File: src/rtl/lin_pm_pkg.sv
package lin_pm_pkg;
  typedef enum logic [2:0] {
    MODE_POR   = 3'd0,
    MODE_READY = 3'd1,
    MODE_OP    = 3'd2,
    MODE_TXOFF = 3'd3,
    MODE_PD    = 3'd4
  } mode_e;
endpackage

File: src/rtl/lin_pm_sync.sv
module lin_pm_sync #(
  parameter int W = 1
) (
  input  logic         clk_i,
  input  logic         rst_ni,
  input  logic [W-1:0] d_i,
  output logic [W-1:0] q_o
);
  for (genvar g = 0; g < W; g++) begin : g_bit
    logic [1:0] ff_q;
    always_ff @(posedge clk_i or negedge rst_ni) begin
      if (!rst_ni) ff_q <= '0;
      else         ff_q <= {ff_q[0], d_i[g]};
    end
    assign q_o[g] = ff_q[1];
  end
endmodule

File: src/rtl/lin_pm_wake_filt.sv
module lin_pm_wake_filt #(
  parameter int FILT = 8,
  localparam int CW = $clog2(FILT + 1)
) (
  input  logic clk_i,
  input  logic rst_ni,
  input  logic en_i,
  input  logic low_i,
  output logic wake_o
);
  localparam logic [CW-1:0] FILT_C = CW'(FILT);

  logic [CW-1:0] cnt_q;
  logic          low_q;

  always_ff @(posedge clk_i or negedge rst_ni) begin
    if (!rst_ni) begin
      cnt_q <= '0;
      low_q <= 1'b0;
    end else begin
      low_q <= low_i;
      if (!en_i || !low_i)    cnt_q <= '0;
      else if (cnt_q < FILT_C) cnt_q <= cnt_q + 1'b1;
    end
  end

  // wake on the rising bus edge after a long enough low
  assign wake_o = en_i && low_q && !low_i && (cnt_q >= FILT_C);

  assert_cnt_step_R8: assert property (@(posedge clk_i) disable iff (!rst_ni)
    (en_i && low_i && cnt_q < FILT_C) |=> cnt_q == $past(cnt_q) + 1'b1);
  assert_cnt_clr_R8: assert property (@(posedge clk_i) disable iff (!rst_ni)
    !low_i |=> cnt_q == '0);
endmodule

File: src/rtl/lin_pm_fsm.sv
module lin_pm_fsm
  import lin_pm_pkg::*;
(
  input  logic  clk_i,
  input  logic  rst_ni,
  input  logic  vbb_on_i,
  input  logic  vbb_low_i,
  input  logic  reg_ok_i,
  input  logic  cs_i,
  input  logic  txe_i,
  input  logic  txd_i,
  input  logic  wake_i,
  output mode_e st_o
);
  mode_e st_q, st_d;
  logic  cs_q, txe_q;

  always_ff @(posedge clk_i or negedge rst_ni) begin
    if (!rst_ni) begin
      st_q  <= MODE_POR;
      cs_q  <= 1'b0;
      txe_q <= 1'b0;
    end else begin
      st_q  <= st_d;
      cs_q  <= cs_i;
      txe_q <= txe_i;
    end
  end

  logic cs_fall, txe_fall, go_op;
  assign cs_fall  = cs_q & ~cs_i;
  assign txe_fall = txe_q & ~txe_i;
  assign go_op    = reg_ok_i & cs_i & txe_i & txd_i;

  always_comb begin
    st_d = st_q;
    if (vbb_low_i) st_d = MODE_POR;
    else begin
      unique case (st_q)
        MODE_POR:   if (vbb_on_i) st_d = MODE_READY;
        MODE_READY: if (go_op) st_d = MODE_OP;
                    else if (cs_i && !txe_i) st_d = MODE_TXOFF;
        MODE_OP:    if (cs_fall) st_d = MODE_PD;
                    else if (txe_fall && cs_i) st_d = MODE_TXOFF;
        MODE_TXOFF: if (!cs_i) st_d = MODE_PD;
                    else if (go_op) st_d = MODE_OP;
        MODE_PD:    if (cs_i || wake_i) st_d = MODE_READY;
        default:    st_d = MODE_POR;
      endcase
    end
  end

  assign st_o = st_q;

  assert_por_entry_R1: assert property (@(posedge clk_i) disable iff (!rst_ni)
    vbb_low_i |=> st_q == MODE_POR);
  assert_por_exit_R2: assert property (@(posedge clk_i) disable iff (!rst_ni)
    (st_q == MODE_POR && vbb_on_i && !vbb_low_i) |=> st_q == MODE_READY);
  assert_op_to_pd_R5: assert property (@(posedge clk_i) disable iff (!rst_ni)
    (st_q == MODE_OP && cs_fall && !vbb_low_i) |=> st_q == MODE_PD);
  assert_pd_hold_R7: assert property (@(posedge clk_i) disable iff (!rst_ni)
    (st_q == MODE_PD && !cs_i && !wake_i && !vbb_low_i) |=> st_q == MODE_PD);
endmodule

File: src/rtl/lin_pm_ctrl.sv
module lin_pm_ctrl
  import lin_pm_pkg::*;
#(
  parameter int WAKE_FILT_CYC = 8
) (
  input  logic       clk_i,
  input  logic       rst_ni,
  input  logic       vbb_on_i,
  input  logic       vbb_low_i,
  input  logic       reg_ok_i,
  input  logic       cs_i,
  input  logic       txe_pin_i,
  input  logic       txd_i,
  input  logic       int_fault_i,
  input  logic       bus_low_i,
  output logic [2:0] mode_o,
  output logic       reg_en_o,
  output logic       rx_en_o,
  output logic       tx_en_o,
  output logic       pullup_en_o,
  output logic       wdt_en_o,
  output logic       wake_det_en_o,
  output logic       rst_no
);
  logic [2:0] raw, syn;
  logic       cs_s, txe_s, bus_low_s, txe_eff, wake;
  mode_e      st;

  assign raw = {bus_low_i, txe_pin_i, cs_i};

  lin_pm_sync #(.W(3)) u_sync (
    .clk_i (clk_i), .rst_ni(rst_ni), .d_i(raw), .q_o(syn)
  );
  assign {bus_low_s, txe_s, cs_s} = syn;

  assign txe_eff = txe_s & ~int_fault_i;

  lin_pm_wake_filt #(.FILT(WAKE_FILT_CYC)) u_wake (
    .clk_i (clk_i),
    .rst_ni(rst_ni),
    .en_i  (st == MODE_PD),
    .low_i (bus_low_s),
    .wake_o(wake)
  );

  lin_pm_fsm u_fsm (
    .clk_i    (clk_i),
    .rst_ni   (rst_ni),
    .vbb_on_i (vbb_on_i),
    .vbb_low_i(vbb_low_i),
    .reg_ok_i (reg_ok_i),
    .cs_i     (cs_s),
    .txe_i    (txe_eff),
    .txd_i    (txd_i),
    .wake_i   (wake),
    .st_o     (st)
  );

  logic active;
  assign active        = (st == MODE_READY) || (st == MODE_OP) || (st == MODE_TXOFF);
  assign mode_o        = st;
  assign reg_en_o      = active;
  assign rx_en_o       = active;
  assign tx_en_o       = (st == MODE_OP) && reg_ok_i && !int_fault_i;
  assign pullup_en_o   = (st == MODE_OP);
  assign wdt_en_o      = (st == MODE_READY) || (st == MODE_OP);
  assign wake_det_en_o = (st == MODE_PD);
  assign rst_no        = (st != MODE_POR);

  assert_tx_gate_R10: assert property (@(posedge clk_i) disable iff (!rst_ni)
    tx_en_o |-> (reg_en_o && rx_en_o && pullup_en_o));
  assert_rst_off_R1: assert property (@(posedge clk_i) disable iff (!rst_ni)
    !rst_no |-> !(reg_en_o || rx_en_o || wdt_en_o || wake_det_en_o));
endmodule

File: config.mk
export PLATFORM = sky130hd
export DESIGN_NAME = lin_pm_ctrl
export DESIGN_NICKNAME = d
export VERILOG_FILES = /design/src/rtl/lin_pm_pkg.sv /design/src/rtl/lin_pm_sync.sv /design/src/rtl/lin_pm_wake_filt.sv /design/src/rtl/lin_pm_fsm.sv /design/src/rtl/lin_pm_ctrl.sv
export SDC_FILE = /design/constraint.sdc
export NUM_CORES = 1
export LEC_CHECK = 0
export ABC_AREA = 0
export BUFFER_PORTS_ARGS = -buffer_cell sky130_fd_sc_hd__clkbuf_2
export CAP_MARGIN = 20
export CORE_MARGIN = 8
export CORE_UTILIZATION = 45
export CTS_CLUSTER_DIAMETER = 200
export CTS_CLUSTER_SIZE = 25
export DETAILED_ROUTE_END_ITERATION = 8
export PLACE_DENSITY = 0.72
export SLEW_MARGIN = 20
export SYNTH_ARGS = -nofsm -noshare
export SYNTH_HDL_FRONTEND = slang
export SYNTH_SLANG_ARGS = --single-unit
File: constraint.sdc
create_clock -name clk_i -period 1.2 [get_ports clk_i]
set_input_delay 0.3 -clock clk_i [delete_from_list [all_inputs] [get_ports clk_i]]
set_output_delay 0.3 -clock clk_i [all_outputs]
set_load 0.05 [all_outputs]
# == After elaboration in Yosys (flattened, before gate mapping) ==
# Index checks and enable logic that the tools add are counted.
# op_classes
n_addsub,1
mul,0
div,0
magnitude_cmp,2
eq_ne,9
shift,0
mux,12
bitwise,9
n_reduce_logical,19
# ops
cell,n
$mux 3,9
$pmux 3 s5,1
$mux 4,2
$ne 4x2->1 const B,2
$logic_and 1x1->1,7
$and 1x1->1,6
$eq 3x2->1 const B,2
$reduce_and 5->1,1
$add 4x1->4 const B,1
$ge 4x4->1 const B,1
$logic_not 1->1,4
$logic_or 1x1->1,4
$lt 4x4->1 const B,1
$ne 4x3->1 const B,1
$eq 3x1->1 const B,1
$eq 3x3->1 const B,1
$logic_not 3->1,1
$ne 3x2->1 const B,1
$ne 3x3->1 const B,1
$not 1->1,3
$reduce_bool 3->1,1
$reduce_bool 2->1,1
# word_totals
ff_bits,16
latchBits,0
ram_bits,0
rom_bits,0
in_bits,10
output_inout_bits,10
wordCells,60
n_memories,0

# == Logic depth before layout (Yosys ltp) ==
# Gate-level depths: netlist of the first run.
# logic_depth
depth_word,9
depth_mapped,5
depth_no_buf,5

# == Cells and area by module ==
# Synthesis of the first run repeated with hierarchy kept, for this count alone.
# hier_totals
cells_unflattened,78
hier_area_um2,812.0
# modules_own_cells
mod,n_inst,cells_per_inst,area_each_um2,seq_area_each_um2
lin_pm_fsm,1,39,341.6,125.1
lin_pm_wake_filt,1,20,230.2,125.1
lin_pm_sync,1,9,172.7,150.1
lin_pm_ctrl,1,10,67.6,0.0

# == Worst setup path before layout of the first run ==
# OpenSTA, ideal clock, no wires.
# synth_timing
kind,register to register
startpoint,"reg u_fsm.st_q[2], in the netlist u_fsm.st_o[2]"
endpoint,reg u_wake.cnt_q[0]
setup_ps,76
arrival_time_ps,2409
t_required_ps,1124
slack_ps,-1285
path_stages_with_launch,6
n_path_buf,1
synth_period_minus_slack_ps,2485
cell_sequence,dfrtp_1 > buf_4 > inv_1 > nor3_1 > nand2_1 > nor2_1
# synth_via
elab_chain_len,4
word_cells_on_any_way,5
cone_classes,1 x eq/ne; 1 x mux; 3 x reduce/logical
# synth_rtl
item,line_no,source
"start, declared",lin_pm_fsm.sv:15,"mode_e st_q, st_d;"
"start signal, assigned",lin_pm_fsm.sv:24,st_q <= st_d;
$eq 3x3->1 (*),n/a,
via wake_det_en_o,lin_pm_ctrl.sv:22,"output logic wake_det_en_o,"
$logic_not 1->1 (*),lin_pm_wake_filt.sv:22,if (!en_i || !low_i) cnt_q <= '0;
$logic_or 1x1->1 (*),lin_pm_wake_filt.sv:22,
$mux 4 or $reduce_bool 2->1 (tied branches),n/a,
"end signal, assigned",lin_pm_wake_filt.sv:23,else if (cnt_q < FILT_C) cnt_q <= cnt_q + 1'b1;
"end, declared",lin_pm_wake_filt.sv:13,logic [CW-1:0] cnt_q;
# Mark *: on every way through the listed nets, which the timed path passes. The rest lies on a longest branch.
# A chain may end at the register's enable or synchronous reset.

# == Worst setup path in the final report of the first run ==
# layout_timing
startpoint,"reg u_fsm.st_q[2], in the netlist u_fsm.st_o[2]"
endpoint,out tx_en_o
# layout_via
elab_chain_len,3
# layout_rtl
item,line_no,source
$eq 3x2->1,lin_pm_ctrl.sv:64,assign tx_en_o = (st == MODE_OP) && reg_ok_i && !int_fault_i;
$logic_and 1x1->1 (2 in a row),lin_pm_ctrl.sv:64,
"end, declared",lin_pm_ctrl.sv:19,"output logic tx_en_o,"
# Every way passes these cells.

==> metrics, run 1 <==
Num CTS Buffers 3; hold slack 0.112 ns; Die W 58.1 µm; CP startpoint kind flip-flop; RSZ-0062 raised after global routing true; CP arrival 1.36 ns; nets 125; max cap viols 0; Post-synth ARST share 100%; Critical Path Fanout Max 4; Synth Instances 71; HP Class in -> reg; proportion of layout cells with a drive suffix above 1 59.8%; fmax 0.603 GHz; wire length on met1 771 µm; worst path required time 0.90 ns; post-synth cell types 35; max_slew headroom 74.8%; ranking of synthesized cells by instance count dfrtp_1, nor2_1, inv_1, nand2_1; DP Worst Slack -0.163 ns; uppermost layer routed met4; drt wl/cell 16.1 µm; Inst Count DP 115; Mapped Area 796 µm²; CTS tree done; Die ar. 3370 µm²; clk buf depth 2; grt total ovfl 0; Synth area leaders dfrtp_1, nor2_1, ha_1; register area share after synthesis 50.3%; later-pin clock latency in the skew report 0.29 ns; Syn Nets 83; Final WS setup -0.459 ns; Post-synth EDFFs 0; vias in the first global route 707; final critical-path share of the clock period 138%; Initial DRT Pass Iterations 4; Clock Skew 0.00650 ns; H-tree depth 1; Worst Setup End Kind output port; Avg Synthesized Cell Area 11.2 µm²; CP Cell Sequence nor3b_4 > and3b_2 > buf_12; vias per cell 5.33; # rows 15; CTS Sinks 16; clk slew on worst S/H paths 0.10 ns; count leader, synth dfrtp_1; cell taking the most area after synthesis dfrtp_1; routed wire length 2070 µm; Slew @ Worst Pin 0.379 ns; Slowest Stage Delay on Critical Path 0.46 ns; status complete, but fails checks; Final Util 78.7%; first-pass GRT wire length 3220 µm; via count 688; clock root cell clkbuf_4; post-layout minimum cycle time 1.66 ns; largest net degree at the start of global routing 17; Peak supply drop 0.939 mV; Placer Congestion 0.815; Power Density 1870 nW/µm²; PortBufs 19; core footprint 1690 µm²; Area Overhead vs Synth 67.0%; Hold Fails Final Rpt 0; worst setup path class reg -> out; Ports 20; Slew Viols, Final 0; slowest CP cell dfrtp_2; Antenna Nets Post-Route 0; Remaining DRCs 0; Fill cells 97; Leak 0.620 nW; drt initial violations 15; post-synthesis register bit count 16; HPWL reported at the end of detailed placement 1270 µm; final setup violation count 17; Synth top area share 50.3%; met3 wire len 128 µm; non-filler cells, final 129; ys flop type dfrtp_1; Overall Global Routing Usage 12.5%; Die Span Y 58.1 µm; initial core utilization 47.1%; Design Power 2.49 mW; violated checks negative setup slack; met2 wire len 1120 µm; number of antenna diodes 0; initial antenna violation count 0; synth warn 0
==> worst max-delay path: cells and delay by family (launching register included) <==
family / cells / cell delay (ns)
flip-flops: 1 / 0.46
AND/OR/NAND/NOR: 2 / 0.48
buffers and inverters: 1 / 0.14
==> registers in the layout (all words and copies together), names as in the netlist <==
register and count:
u_sync.g_bit.ff_q 6, u_wake.cnt_q 4, u_fsm.st_o 3, u_fsm.cs_q 1
u_fsm.txe_q 1, u_wake.low_q 1
==> placed cells by master (no fill, tap or decap), types with 2 or more instances in the layout <==
cell       count
buf_12         4
nor2_4         2
dfrtp_2        3
inv_1          4
a31oi_1        2
nor3_2         2
clkbuf_16      4
nand2_1        3
buf_6          6
dfrtp_1       13
clkbuf_4       3
nor2_1         6
buf_8          2
ha_1           2
nor2_2         2
buf_4         16
clkbuf_2       9
==> metal layers <==
layer / track usage (%) / up-vias
met4: 7.69 / 0
met3: 3.97 / 6
met1: 13.7 / 332
met5: 0 / -
li1: - / 323
met2: 20.7 / 27
==> worst paths after layout <==
path / startpoint / endpoint / slack [ns] / depth (start not counted)
max reg2reg: u_fsm.st_o[0] / u_fsm.st_o[1] / -0.36 / 6
max in group asynchronous: rst_ni / u_fsm.st_o[0] / 0.44 / 2
max: u_fsm.st_o[2] / tx_en_o / -0.46 / 3
min: txe_pin_i / u_sync.g_bit[1].ff_q[0] / 0.11 / 1
min in group asynchronous: rst_ni / u_sync.g_bit[0].ff_q[0] / 0.46 / 2
min reg2reg: u_sync.g_bit[2].ff_q[0] / u_sync.g_bit[2].ff_q[1] / 0.36 / 0
==> final cells by class <==
type                    instances  area, µm²  area share (%)
well taps                      17       21.3            1.60
inverters                       5       18.8            1.41
repair buffers                 42        453            34.1
flip-flops and latches         16        404            30.4
multi-input cells              45        395            29.8
clock buffers                   4       36.3            2.73
==> logic make-up after synthesis <==
logic type	synth area share, %
adders and majority gates	3.14
xor gates and xnor gates	3.30
DFF	50.3
and+or+nand+nor	18.1
muxes	1.26
buffers and inverters	8.96
AOI/OAI and AO/OA	14.9
==> through the flow <==
| step | instance area, µm² | TNS (ns) |
|---|---|---|
| 2_1_floorplan | 826 | -7.16 |
| 3_3_place_gp | 1040 | -0.802 |
| 3_5_place_dp | 1040 | -1.09 |
| 4_1_cts | 1280 | -3.82 |
| 5_1_grt | 1330 | -5.50 |
| 6_report | 1330 | -4.69 |
==> report_power, final <==
part           switching, mW  internal [mW]  leakage, nW
logic                  0.738          0.750        0.402
registers             0.0645          0.580        0.198
clock network          0.169          0.185       0.0210
==> what timing repair did <==
item | CTS | global route
endpoints found under the setup margin | 17 | 17
hold buffers | 1 | 0
pin swaps | 7 | 3
gates resized for setup | 28 | 8
setup buffers | 6 | 4
endpoints found under the hold margin | 16 | 0
(Power assumes the default switching activity.)
==> run 2: changes to the inputs <==
--- a/config.mk
+++ b/config.mk
@@ -8,3 +8,3 @@
 export ABC_AREA = 0
-export BUFFER_PORTS_ARGS = -buffer_cell sky130_fd_sc_hd__clkbuf_2
+export BUFFER_PORTS_ARGS = -buffer_cell sky130_fd_sc_hd__buf_2
 export CAP_MARGIN = 20
--- a/constraint.sdc
+++ b/constraint.sdc
@@ -3,2 +3,2 @@
 set_output_delay 0.3 -clock clk_i [all_outputs]
-set_load 0.05 [all_outputs]
+set_load 0.02 [all_outputs]
==> metrics, run 2 (same netlist as run 1, synthesis figures left out) <==
Critical Path Fanout Max 5 (was 4); # rows 15 (unchanged); Slew Viols, Final 0 (unchanged); clk buf depth 2 (unchanged); sequential cell area 404 µm² (unchanged); proportion of layout cells with a drive suffix above 1 57.8% (was 59.8%); Seq pwr share 34.4% (was 25.9%); via count 644 (was 688); Slew @ Worst Pin 0.335 ns (was 0.379 ns); Final Util 69.2% (was 78.7%); most common cell after layout, fill and taps aside buf_4 (unchanged); worst path required time 0.90 ns (about the same); clock root cell clkbuf_4 (unchanged); core footprint 1690 µm² (unchanged); slowest CP cell dfrtp_2 (unchanged); final setup violation count 17 (unchanged); Die ar. 3370 µm² (unchanged); H-tree depth 1 (unchanged); Antenna Nets Post-Route 0 (unchanged); PortBufs 19 (unchanged); Clock Skew 0.00913 ns (was 0.00650 ns); Peak supply drop 0.979 mV (was 0.939 mV); number of antenna diodes 0 (unchanged); Hold Startpoint cs_i (was txe_pin_i); post-layout minimum cycle time 1.58 ns (was 1.66 ns); Die Span Y 58.1 µm (unchanged); RR Endpoint u_fsm.st_o[1] (unchanged); Reg-to-Reg Start u_fsm.st_o[0] (unchanged); P_int 1.19 mW (was 1.52 mW); grt total ovfl 0 (unchanged); vias in the first global route 653 (was 707); CTS tree done (unchanged); RSZ-0062 raised after global routing true (unchanged); clk slew on worst S/H paths 0.09 ns (was 0.10 ns); largest net degree at the start of global routing 17 (unchanged); Top reg by flops u_sync.g_bit.ff_q (unchanged); area of the multi-input gates 379 µm² (was 395 µm²); Hold EP u_sync.g_bit[0].ff_q[0] (was u_sync.g_bit[1].ff_q[0]); Worst Setup End Kind output port (unchanged); worst setup path class reg -> out (unchanged); max cap viols 0 (unchanged); initial core utilization 47.1% (unchanged); setup TNS -3.73 ns (was -4.69 ns); Num CTS Buffers 3 (unchanged); initial antenna violation count 0 (unchanged); drt initial violations 25 (was 15); Largest register FFs 6 (unchanged); first-pass GRT wire length 2760 µm (was 3220 µm); Leak 0.559 nW (was 0.620 nW); commonest cells after routing, fill and taps aside buf_4, dfrtp_1, buf_2 (was buf_4, dfrtp_1, clkbuf_2); Placer Congestion 0.791 (was 0.815); Area Overhead vs Synth 46.9% (was 67.0%); drt wl/cell 13.3 µm (was 16.1 µm); Fill cells 133 (was 97); CP startpoint kind flip-flop (unchanged); routed wire length 1670 µm (was 2070 µm); violated checks negative setup slack (unchanged); WHS Path Cells 1 (unchanged); nets 122 (was 125); Initial DRT Pass Iterations 4 (unchanged); clock network fraction of design power 15.2% (was 14.2%); max_slew headroom 77.6% (was 74.8%); Power Density 1560 nW/µm² (was 1870 nW/µm²); Ports 20 (unchanged); Slowest Stage Delay on Critical Path 0.45 ns (was 0.46 ns); later-pin clock latency in the skew report 0.28 ns (was 0.29 ns); fmax 0.631 GHz (was 0.603 GHz); Final WS setup -0.385 ns (was -0.459 ns); Worst Reg-to-Reg Cells 6 (unchanged); CP Cell Sequence nor3b_4 > and3b_2 > buf_6 (was nor3b_4 > and3b_2 > buf_12); status complete, but fails checks (unchanged); DP Worst Slack -0.118 ns (was -0.163 ns); NetSw 0.631 mW (was 0.971 mW); Remaining DRCs 0 (unchanged); CP arrival 1.28 ns (was 1.36 ns); final critical-path share of the clock period 132% (was 138%); vias per cell 5.11 (was 5.33); Hold Fails Final Rpt 0 (unchanged); CTS Sinks 16 (unchanged); HP Class in -> reg (unchanged); Die W 58.1 µm (unchanged); Overall Global Routing Usage 10.5% (was 12.5%); sw frac 34.6% (was 39.1%); HPWL reported at the end of detailed placement 1240 µm (was 1270 µm); worst reg2reg setup slack -0.25 ns (was -0.36 ns); combinational cell fraction of total power 50.4% (was 59.8%)
-- run 2: how the worst max path moves through the flow --
stage | from | end | cells after the start
6_report | u_fsm.st_o[2] | tx_en_o | 3
5_1_grt | u_fsm.st_o[2] | tx_en_o | 3
4_1_cts | u_fsm.st_o[0] | tx_en_o | 3
3_5_place_dp | u_fsm.st_o[2] | tx_en_o | 3
3_3_place_gp | u_fsm.st_o[0] | tx_en_o | 3
2_1_floorplan | u_fsm.st_o[2] | tx_en_o | 3
-- run 2: worst max-delay path: cells and delay by family (launching register included) --
family,cells,cell delay [ns]
and+or+nand+nor,2,0.45
buffers and inverters,1,0.11
DFF,1,0.45
-- run 2: what timing repair did --
item,CTS,global route
hold buffers,1,0
pin swaps,12,5
buffers inserted,7,1
gates resized for setup,22,6
endpoints found under the hold margin,16,0
endpoints found under the setup margin,16,17
-- run 2: power groups by stage --
| stage | logic, mW | clock network (mW) | registers (mW) |
|---|---|---|---|
| after global placement | 0.662 | 0 | 0.643 |
| after global routing | 0.976 | 0.319 | 0.632 |
| after detailed placement | 0.670 | 0 | 0.645 |
| after floorplan | 0.464 | 0 | 0.641 |
| after CTS | 0.888 | 0.294 | 0.622 |
| final | 0.919 | 0.277 | 0.627 |
-- run 2: area by class of cell --
cell class | instances | share of cell area [%]
Multi-Input combinational cell | 45 | 32.4
Timing Repair Buffer | 39 | 27.3
Tap cell | 17 | 1.82
Sequential cell | 16 | 34.6
Inverter | 5 | 1.61
Clock buffer | 4 | 2.25
-- run 2: per-layer routing --
| layer | up-vias | global-route usage [%] | share of wire, % |
|---|---|---|---|
| met5 | - | 0 | 0 |
| met4 | 0 | 8.39 | 1.8 |
| met3 | 4 | 2.65 | 6.3 |
| met2 | 15 | 17.2 | 51 |
| met1 | 303 | 11.2 | 41 |
| li1 | 322 | - | - |
-- run 2: through the flow --
step	total power [mW]	area [µm²]	hold slack (ns)	cells
finish	1.82	1170	0.120	126
global route	1.93	1170	0.0956	126
CTS	1.80	1140	0.107	125
detailed placement	1.32	987	0.221	113
global placement	1.31	987	0.221	113
floorplan	1.10	832	0.00441	71
==> run 3: changes to the inputs <==
Settings changed: CORE_UTILIZATION 45 to 30, PLACE_DENSITY 0.72 to 0.52.
==> metrics, run 3 (same netlist as run 1, synthesis figures left out) <==
commonest cells after routing, fill and taps aside buf_4, buf_6, dfrtp_1 (was buf_4, dfrtp_1, buf_2); Largest register FFs 6 (unchanged); proportion of layout cells with a drive suffix above 1 61.6% (was 57.8%); vias per cell 4.57 (was 5.11); Die Span Y 67.5 µm (was 58.1 µm); Overall Global Routing Usage 8.32% (was 10.5%); most common cell after layout, fill and taps aside buf_4 (unchanged); Antenna Nets Post-Route 0 (unchanged); initial core utilization 31.8% (was 47.1%); initial antenna violation count 0 (unchanged); RSZ-0062 raised after global routing true (unchanged); Placer Congestion 0.931 (was 0.791); Top reg by flops u_sync.g_bit.ff_q (unchanged); # rows 18 (was 15); final setup violation count 13 (was 17); Seq pwr share 32.2% (was 34.4%); via count 649 (was 644); Num CTS Buffers 3 (unchanged); drt initial violations 17 (was 25); HP Class in -> reg (unchanged); Design Power 1.95 mW (was 1.82 mW); violated checks negative setup slack (unchanged); routed wire length 1720 µm (was 1670 µm); Power Density 1560 nW/µm² (about the same); later-pin clock latency in the skew report 0.28 ns (about the same); GRT busiest layer met2 (unchanged); max cap viols 0 (unchanged); combinational cell fraction of total power 50.0% (was 50.4%); clock network fraction of design power 17.7% (was 15.2%); max_slew headroom 76.0% (was 77.6%); Slew @ Worst Pin 0.360 ns (was 0.335 ns); number of antenna diodes 0 (unchanged); Die ar. 4560 µm² (was 3370 µm²); H-tree depth 1 (unchanged); Initial DRT Pass Iterations 4 (unchanged); NetSw 0.658 mW (was 0.631 mW); CP arrival 1.28 ns (about the same); HPWL reported at the end of detailed placement 1200 µm (was 1240 µm); P_int 1.29 mW (was 1.19 mW); Clock Skew 0.00142 ns (was 0.00913 ns); Slew Viols, Final 0 (unchanged); Remaining DRCs 0 (unchanged); final critical-path share of the clock period 131% (was 132%); vias in the first global route 669 (was 653); Final WS setup -0.378 ns (was -0.385 ns); worst setup path class reg -> out (unchanged); clock root cell clkbuf_4 (unchanged); clk buf depth 2 (unchanged); Ports 20 (unchanged); fmax 0.634 GHz (was 0.631 GHz); setup TNS -3.25 ns (was -3.73 ns); post-layout minimum cycle time 1.58 ns (about the same); core footprint 2500 µm² (was 1690 µm²); worst path required time 0.90 ns (about the same); grt total ovfl 0 (unchanged); drt wl/cell 12.1 µm (was 13.3 µm); sw frac 33.8% (was 34.6%); first-pass GRT wire length 2940 µm (was 2760 µm); CP startpoint kind flip-flop (unchanged); CTS Sinks 16 (unchanged); Leak 0.596 nW (was 0.559 nW); largest net degree at the start of global routing 17 (unchanged); CTS tree done (unchanged); clk slew on worst S/H paths 0.09 ns (about the same); Area Overhead vs Synth 57.1% (was 46.9%); global-route met1 utilization 10.3% (was 11.2%); Die W 67.5 µm (was 58.1 µm); nets 125 (was 122); Hold Fails Final Rpt 0 (unchanged); Critical Path Fanout Max 3 (was 5); status complete, but fails checks (unchanged); Peak supply drop 1.03 mV (was 0.979 mV); Worst Setup End Kind output port (unchanged); PortBufs 19 (unchanged); global-route met2 utilization 13.3% (was 17.2%); M3 GR Usage 2.15% (was 2.65%)
==> run 3: final cells by class <==
type                            count  area, µm²
Timing Repair Buffer               42        352
Fill cell                         237       1250
Tap cell                           30       37.5
Inverter                            5       18.8
Sequential cell                    16        404
Clock buffer                        4       36.3
Multi-Input combinational cell     45        402
==> run 3: power by group through the flow <==
stage	clock network (mW)	logic, mW	registers [mW]
2_1_floorplan	0	0.464	0.641
3_3_place_gp	0	0.630	0.656
3_5_place_dp	0	0.625	0.657
4_1_cts	0.367	0.896	0.632
5_1_grt	0.387	1.04	0.635
6_report	0.345	0.975	0.628
==> run 3: final timing paths <==
path                       depth (start not counted)                      end                     from  slack [ns]
min reg2reg                                        0  u_sync.g_bit[0].ff_q[1]  u_sync.g_bit[0].ff_q[0]        0.36
max                                                3                  tx_en_o            u_fsm.st_o[0]       -0.38
min                                                1  u_sync.g_bit[1].ff_q[0]                txe_pin_i        0.12
min in group asynchronous                          2  u_sync.g_bit[1].ff_q[1]                   rst_ni        0.45
max in group asynchronous                          2            u_fsm.st_o[2]                   rst_ni        0.47
max reg2reg                                        6            u_fsm.st_o[1]            u_fsm.st_o[0]       -0.30
==> run 3: worst max-delay path, cell delays in order, from the launching register on <==
cell	delay [ns]
dfrtp_2	0.44
nor3b_4	0.23
and3b_2	0.21
buf_6	0.11
==> run 3: repair_timing <==
item / in CTS / in global routing
hold buffers: 1 / 0
pin swaps: 9 / 3
buffers inserted: 7 / 3
gates resized for setup: 27 / 13
hold endpoints to repair: 16 / 0
endpoints found under the setup margin: 16 / 17
==> run 3: metal layers <==
layer	vias up	share of wire, %
met2	12	49
li1	329	-
met1	306	44
met4	0	1.2
met3	2	4.9
met5	-	0
==> run 3: through the flow <==
stage          area, µm²  instances  setup WS [ns]  utilization [%]  hold slack [ns]
6_report            1250        142         -0.378             50.0            0.122
5_1_grt             1250        142         -0.445             50.0           0.0996
4_1_cts             1200        140         -0.402             47.8            0.106
3_5_place_dp        1010        128         -0.116             40.2            0.230
3_3_place_gp        1010        128         -0.151             40.2            0.232
2_1_floorplan        832         71         -0.301                -          0.00441
